File: config.mk
export PLATFORM = sky130hd
export DESIGN_NAME = banked_clk_div
export DESIGN_NICKNAME = d
export VERILOG_FILES = /design/src/rtl/banked_div_pkg.sv /design/src/rtl/div_epoch.sv /design/src/rtl/div_bank.sv /design/src/rtl/div_sync.sv /design/src/rtl/banked_clk_div.sv
export SDC_FILE = /design/constraint.sdc
export NUM_CORES = 1
export LEC_CHECK = 0
export BUFFER_PORTS_ARGS = -buffer_cell sky130_fd_sc_hd__buf_2
export CAP_MARGIN = 10
export CELL_PAD_IN_SITES_DETAIL_PLACEMENT = 1
export CELL_PAD_IN_SITES_GLOBAL_PLACEMENT = 2
export CORE_MARGIN = 3
export CORE_UTILIZATION = 34
export CTS_CLUSTER_DIAMETER = 50
export CTS_CLUSTER_SIZE = 16
export DETAILED_ROUTE_END_ITERATION = 8
export MAX_ROUTING_LAYER = met4
export PLACE_DENSITY = 0.82
export SETUP_SLACK_MARGIN = 0.05
export SLEW_MARGIN = 15
export SYNTH_ARGS = -nofsm -noshare
export SYNTH_HDL_FRONTEND = slang
export SYNTH_HIERARCHICAL = 1
export SYNTH_SLANG_ARGS = --single-unit
File: constraint.sdc
create_clock -name clk -period 2.1 [get_ports clk]
set_input_delay 0.42 -clock clk [delete_from_list [all_inputs] [get_ports clk]]
set_output_delay 0.42 -clock clk [all_outputs]
set_load 0.01 [all_outputs]
File: src/rtl/banked_div_pkg.sv
package banked_div_pkg;

  typedef logic [1:0] div_sel_t;

  localparam int unsigned NUM_BANKS = 3;
  localparam int unsigned BANK_A = 0;
  localparam int unsigned BANK_B = 1;
  localparam int unsigned BANK_C = 2;

  // ratio in units of the ratio step: select 00..11 -> 1..4
  function automatic int unsigned step_mult(input div_sel_t s);
    return 32'(s) + 32'd1;
  endfunction

  // least common multiple of two step multiples (1..4), in step units
  function automatic int unsigned pair_lcm_mult(input div_sel_t a, input div_sel_t b);
    int unsigned r;
    case ({a, b})
      4'b0000: r = 1;  4'b0001: r = 2;  4'b0010: r = 3;  4'b0011: r = 4;
      4'b0100: r = 2;  4'b0101: r = 2;  4'b0110: r = 6;  4'b0111: r = 4;
      4'b1000: r = 3;  4'b1001: r = 6;  4'b1010: r = 3;  4'b1011: r = 12;
      4'b1100: r = 4;  4'b1101: r = 4;  4'b1110: r = 12; default: r = 4;
    endcase
    return r;
  endfunction

endpackage

File: src/rtl/div_epoch.sv
module div_epoch
  import banked_div_pkg::*;
#(
  parameter int unsigned EPOCH = 24,
  parameter int unsigned CW    = 5
) (
  input  logic                          clk,
  input  logic                          rst_n,
  input  div_sel_t [NUM_BANKS-1:0]      sel_req,
  output div_sel_t [NUM_BANKS-1:0]      sel_act,
  output logic                          wrap,
  output logic                          live
);

  logic [CW-1:0] tick;

  assign wrap = (tick == CW'(EPOCH - 1));

  always_ff @(posedge clk) begin
    if (!rst_n) begin
      tick    <= '0;
      sel_act <= sel_req;
    end else if (wrap) begin
      tick    <= '0;
      sel_act <= sel_req;
    end else begin
      tick    <= tick + CW'(1);
    end
  end

  always_ff @(posedge clk) live <= rst_n;


  tick_bound_chk: assert property (@(posedge clk) disable iff (!rst_n)
    tick < CW'(EPOCH));


  sel_hold_chk: assert property (@(posedge clk) disable iff (!rst_n || !live)
    !$past(wrap) |-> $stable(sel_act));

endmodule

File: src/rtl/div_bank.sv
module div_bank
  import banked_div_pkg::*;
#(
  parameter int unsigned STEP = 2,
  parameter int unsigned OUTS = 4,
  parameter int unsigned CW   = 5
) (
  input  logic            clk,
  input  logic            rst_n,
  input  logic            wrap,
  input  div_sel_t        sel,
  output logic [OUTS-1:0] q,
  output logic            at_zero
);

  logic [CW-1:0] ratio;
  logic [CW-1:0] half;
  logic [CW-1:0] ph;
  logic          high_next;

  assign ratio     = CW'(step_mult(sel) * STEP);
  assign half      = ratio >> 1;
  assign high_next = (ph < half);
  assign at_zero   = (ph == '0);

  always_ff @(posedge clk) begin
    if (!rst_n)                             ph <= '0;
    else if (wrap || ph == ratio - CW'(1))  ph <= '0;
    else                                    ph <= ph + CW'(1);
  end

  for (genvar i = 0; i < OUTS; i++) begin : g_out
    always_ff @(posedge clk) begin
      if (!rst_n) q[i] <= 1'b0;
      else        q[i] <= high_next;
    end
  end


  ph_bound_chk: assert property (@(posedge clk) disable iff (!rst_n)
    ph < ratio);

endmodule

File: src/rtl/div_sync.sv
module div_sync
  import banked_div_pkg::*;
#(
  parameter int unsigned STEP = 2,
  parameter int unsigned CW   = 5
) (
  input  logic     clk,
  input  logic     rst_n,
  input  logic     wrap,
  input  div_sel_t sel_a,
  input  div_sel_t sel_c,
  output logic     sync
);

  logic [CW-1:0] span;
  logic [CW-1:0] win;
  logic [CW-1:0] sp;
  div_sel_t      fast_sel;

  assign fast_sel = (sel_a < sel_c) ? sel_a : sel_c;
  assign span     = CW'(pair_lcm_mult(sel_a, sel_c) * STEP);
  assign win      = CW'(step_mult(fast_sel) * STEP) >> 1;

  always_ff @(posedge clk) begin
    if (!rst_n)                            sp <= '0;
    else if (wrap || sp == span - CW'(1))  sp <= '0;
    else                                   sp <= sp + CW'(1);
  end

  always_ff @(posedge clk) begin
    if (!rst_n) sync <= 1'b0;
    else        sync <= (sp < win);
  end


  span_bound_chk: assert property (@(posedge clk) disable iff (!rst_n)
    sp < span);

endmodule

File: src/rtl/banked_clk_div.sv
module banked_clk_div
  import banked_div_pkg::*;
#(
  parameter int unsigned RATIO_STEP = 2,
  parameter int unsigned BANK_OUTS  = 4
) (
  input  logic                 clk,
  input  logic                 rst_n,
  input  logic [1:0]           sel_a,
  input  logic [1:0]           sel_b,
  input  logic [1:0]           sel_c,
  output logic [BANK_OUTS-1:0] qa,
  output logic [BANK_OUTS-1:0] qb,
  output logic [BANK_OUTS-1:0] qc,
  output logic                 sync
);

  // every ratio (1..4 steps) divides 12 steps
  localparam int unsigned EPOCH = 12 * RATIO_STEP;
  localparam int unsigned CW    = $clog2(EPOCH + 1);

  div_sel_t [NUM_BANKS-1:0]               sel_req;
  div_sel_t [NUM_BANKS-1:0]               sel_act;
  logic [NUM_BANKS-1:0][BANK_OUTS-1:0]    bank_q;
  logic [NUM_BANKS-1:0]                   bank_zero;
  logic                                   wrap;
  logic                                   live;

  assign sel_req[BANK_A] = sel_a;
  assign sel_req[BANK_B] = sel_b;
  assign sel_req[BANK_C] = sel_c;

  div_epoch #(.EPOCH(EPOCH), .CW(CW)) u_epoch (
    .clk     (clk),
    .rst_n   (rst_n),
    .sel_req (sel_req),
    .sel_act (sel_act),
    .wrap    (wrap),
    .live    (live)
  );

  for (genvar b = 0; b < NUM_BANKS; b++) begin : g_bank
    div_bank #(.STEP(RATIO_STEP), .OUTS(BANK_OUTS), .CW(CW)) u_bank (
      .clk     (clk),
      .rst_n   (rst_n),
      .wrap    (wrap),
      .sel     (sel_act[b]),
      .q       (bank_q[b]),
      .at_zero (bank_zero[b])
    );
  end

  div_sync #(.STEP(RATIO_STEP), .CW(CW)) u_sync (
    .clk   (clk),
    .rst_n (rst_n),
    .wrap  (wrap),
    .sel_a (sel_act[BANK_A]),
    .sel_c (sel_act[BANK_C]),
    .sync  (sync)
  );

  assign qa = bank_q[BANK_A];
  assign qb = bank_q[BANK_B];
  assign qc = bank_q[BANK_C];


  epoch_align_chk: assert property (@(posedge clk) disable iff (!rst_n || !live)
    $past(wrap) |-> (&bank_zero));


  sync_rise_chk: assert property (@(posedge clk) disable iff (!rst_n || !live)
    $rose(sync) |-> ($rose(qa[0]) && $rose(qc[0])));


  sync_inside_chk: assert property (@(posedge clk) disable iff (!rst_n || !live)
    sync |-> (qa[0] && qc[0]));

endmodule

; ---- Word level (Yosys, flattened, before mapping)
; Memory sizes are Yosys's and may differ from the RTL's. A register that Yosys moved wholly into a read port is not among the register bits.
; Index checks and enable logic that the tools add are counted.
[totals]
elab_cells = 51
input_bits = 8
mem_count = 1
register_bits = 35
rom_bits = 64
out_inout_bits = 13
[classes]
mux = 4
n_addsub = 13
bitwise = 1
reduce_logical = 9
eq_ne = 6
n_lt_le_gt_ge = 5
[mem_list]
columns = name, depth, word_bits, read_ports, rd_ports_with_merged_regs, wr, line
row1 = (no name shown), 16, 4, 1, 1, 0, banked_div_pkg.sv:18  ; case ({a, b})
[op_table]
columns = cell, n
row1 = 5-bit by 1-bit adder with 5-bit output (second input constant), 5
row2 = 5-bit equality test, 4
row3 = 5-bit by 4-bit less-than comparator with 1-bit output, 4
row4 = 5-bit by 1-bit subtractor with 5-bit output (second input constant), 4
row5 = 2-bit by 1-bit adder with 3-bit output (second input constant), 4
row6 = 6-bit two-way mux, 2
row7 = 2-bit OR reduction, 5
row8 = 5-bit equality test (second input constant), 1
row9 = 1-bit logical OR, 4
row10 = 4-bit two-way mux, 1
row11 = 2-bit less-than comparator, 1
row12 = 2-bit two-way mux, 1
row13 = 2-bit by 1-bit != test with 1-bit output (second input constant), 1
row14 = 1-bit inverter, 1

; ---- Logic depth before layout (Yosys ltp)
[logic_depth]
ltp_word = 5
mapped_depth = 9
ltp_nobuf = 9

; ---- Modules after synthesis
; Netlist, hierarchy kept.
[by_module_without_submodules]
columns = module, n_inst, cells_per_inst, area_each_um2, seq_area_each_um2
row1 = div_bank, 3, 48, 430.4, 120.1
row2 = div_sync, 1, 66, 574.3, 120.1
row3 = div_epoch, 1, 27, 421.7, 300.3

; ---- Least setup slack after synthesis
; Ideal clock, no wire load.
[synth_timing]
kind = reg2reg
from = reg u_epoch/sel_act[5] in the netlist's numbering
to = reg u_sync.sync
synth_period_minus_slack_ns = 2.002
arrival_ns = 1.932
path_stages_with_launch = 10
setup_ns = 0.070
n_path_buf = 0
t_required_ns = 2.030
setup_slack_ns = 0.098
path_cell_list = edfxtp_1 > inv_1 > ha_1 > o21ba_2 > nor2_1 > ha_1 > inv_1 > ha_1 > or4b_1 > a21oi_1
[synth_between]
elab_chain_cells = 4
[synth_lines]
columns = item, line
row1 = "start, declared", div_epoch.sv:10  ; output div_sel_t [NUM_BANKS-1:0] sel_act,
row2 = "start signal, assigned", div_epoch.sv:22  ; sel_act <= sel_req;
row3 = "start signal, assigned", div_epoch.sv:25  ; sel_act <= sel_req;
row4 = 2-bit less-than comparator, div_sync.sv:20  ; assign fast_sel = (sel_a < sel_c) ? sel_a : sel_c;
row5 = 2-bit two-way mux *, div_sync.sv:20
row6 = 2-bit by 1-bit adder with 3-bit output *, banked_div_pkg.sv:12  ; return 32'(s) + 32'd1;
row7 = 5-bit by 4-bit less-than comparator with 1-bit output *, div_sync.sv:32  ; else sync <= (sp < win);
row8 = "end signal, assigned", div_sync.sv:32
row9 = "end, declared", div_sync.sv:12  ; output logic sync
; Every way passes the cells marked *; elsewhere a longest branch is shown, timed or not.
; A chain may end at the register's enable or synchronous reset.

==> metrics.txt <==
status complete, no violations; max incr delay on CP 510 ps; drt pass-1 iters 3; worst hold path depth 1; YS warnings 6; commonest non-fill, non-tap cell in the layout inv_1; HPWL after DPL 3.19 mm; crit start category flip-flop; Die W 87.3 um; VDD IR max 452 uV; diode count 0; layout net count 293; CP delay by family, top simple AND/OR/NAND/NOR gates; crit path from u_epoch/sel_act[5]$_DFFE_PP_; fillers 746; Root Buffer clkbuf_8; FF-to-FF path depth 7; Cell Rows 29; first-pass GRT wire length 7.54 mm; Worst-path clk slew 70 ps; total gr overflow 0; Crit Path Class reg2reg; H-Tree Depth 2; GR Util All Layers 12.6%; Initial Utilization 35.2%; # IOs 21; Mapped Cells 233; PwrDens 639 nW/um^2; Num CTS Buffers 5; crit path max fanout 4; CTS Sinks 35; Longest Clk Path Bufs 2; Die ar. 7620 sq um; Final Skew 4.62 ps; Vias 1588; TritonCTS clock tree yes; DR vias/cell 4.74; layout cell share with drive strength beyond 1 24.4%; commonest cells after routing, fill and taps aside inv_1, dfxtp_1, ha_1; initial DRC count 34; final worst-path cycle share 98.7%; Worst-Skew Late Latency 280 ps; Crit path top cell by count buf_6; final setup violation count 0; area grow syn2layout 17.8%; WL per Instance 13.2 um; reg-to-reg critical path startpoint u_epoch/sel_act[5]$_DFFE_PP_; HP Class in2reg; Post-Syn Area per Cell 9.65 sq um; Leak 1.21 nW; initial antenna violation count 0; Min Hold Slack 314 ps; critical-path cell list buf_6 > buf_6 > ha_4 > mux2_4 > and3_1 > or4b_4 > a31oi_1; endpoint class of the critical path flip-flop; vias in the first global route 1662; Max-Cap Viols 0; final instance area 2650 sq um; DP Worst Slack 13.0 ps; Die Ht 87.3 um; Netlist Area Pre-Place 2250 sq um; worst path required time 2300 ps; fin worst setup slack 27.9 ps; CP Buf/Inv Count 2; area of the core 6390 sq um; Routed Antenna Nets 0; RR Endpoint u_sync/sp[3]$_SDFF_PP0_; Hold Fails Final Rpt 0; Syn Nets 269; drt total wl 4.42 mm; # hold bufs at CTS 0; WHS Endpoint u_epoch/sel_act[2]$_DFFE_PP_; CP Data Arrival Time 2270 ps; placed cell area 2410 sq um; Residual DRC 0; slew margin rel. 73.1%; worst slew pin tran 403 ps; Slew Limit Fails 0; RSZ-0062 raised after global routing true; critical path's slowest cell or4b_4; Max Clk Rate 483 MHz; number of port buffers 20; largest net degree at the start of global routing 15; GP Congestion 0.746; fin crit period 2070 ps; R2R Setup Slk 30 ps; Min-Delay Startpoint sel_b[0]
registers in the layout, indices dropped and copies added, names as in the netlist:
name	count
g_bank.u_bank/ph	15
u_epoch/sel_act	6
u_sync/sync	1
u_sync/sp	5
g_bank.u_bank/q	3
u_epoch/tick	5
power breakdown:
group          internal (mW)  switching, mW  total, mW
combinational          0.198          0.181      0.379
clock                  0.300          0.235      0.535
sequential             0.727         0.0520      0.779
metal layers:
layer,routed length [um],share of wire [%],GRT usage (%),vias to the layer above
li1,-,-,-,820
met1,2140,48,15.6,745
met2,2090,47,20.5,17
met3,135,3.1,2.93,6
met4,47,1.1,3.35,0
met5,0,0,-,-
worst max-delay path by stage:
stage,end,cells after the start
2_1_floorplan,u_sync/sync$_SDFF_PN0_,9
3_3_place_gp,u_sync/sync$_SDFF_PN0_,9
3_5_place_dp,u_sync/sp[3]$_SDFF_PP0_,9
4_1_cts,u_sync/sync$_SDFF_PN0_,9
5_1_grt,u_sync/sp[3]$_SDFF_PP0_,10
6_report,u_sync/sp[3]$_SDFF_PP0_,7
metrics by stage:
stage / total power [mW] / std cells / util, % / TNS [ps]
finish: 1.69 / 335 / 41.5 / 0
global route: 1.81 / 335 / 41.5 / -246
CTS: 1.70 / 334 / 39.8 / 0
detailed placement: 1.14 / 325 / 37.8 / 0
global placement: 1.13 / 325 / 37.8 / 0
floorplan: 1.06 / 233 / - / 0
what timing repair did:
item                       in CTS  in global routing
setup endpoints to repair       5                  5
resized for setup               5                 17
buffers inserted                1                  1
pin swaps                       8                  7
layout make-up:
class | count | area [sq um] | share of cell area (%)
clock buffer | 8 | 100 | 3.78
sequential | 35 | 761 | 28.7
tap | 77 | 96.3 | 3.64
timing repair buffer | 31 | 190 | 7.18
multi-input combinational | 152 | 1380 | 52.1
inverter | 32 | 120 | 4.53
Power figures use the tool's default switching activity.
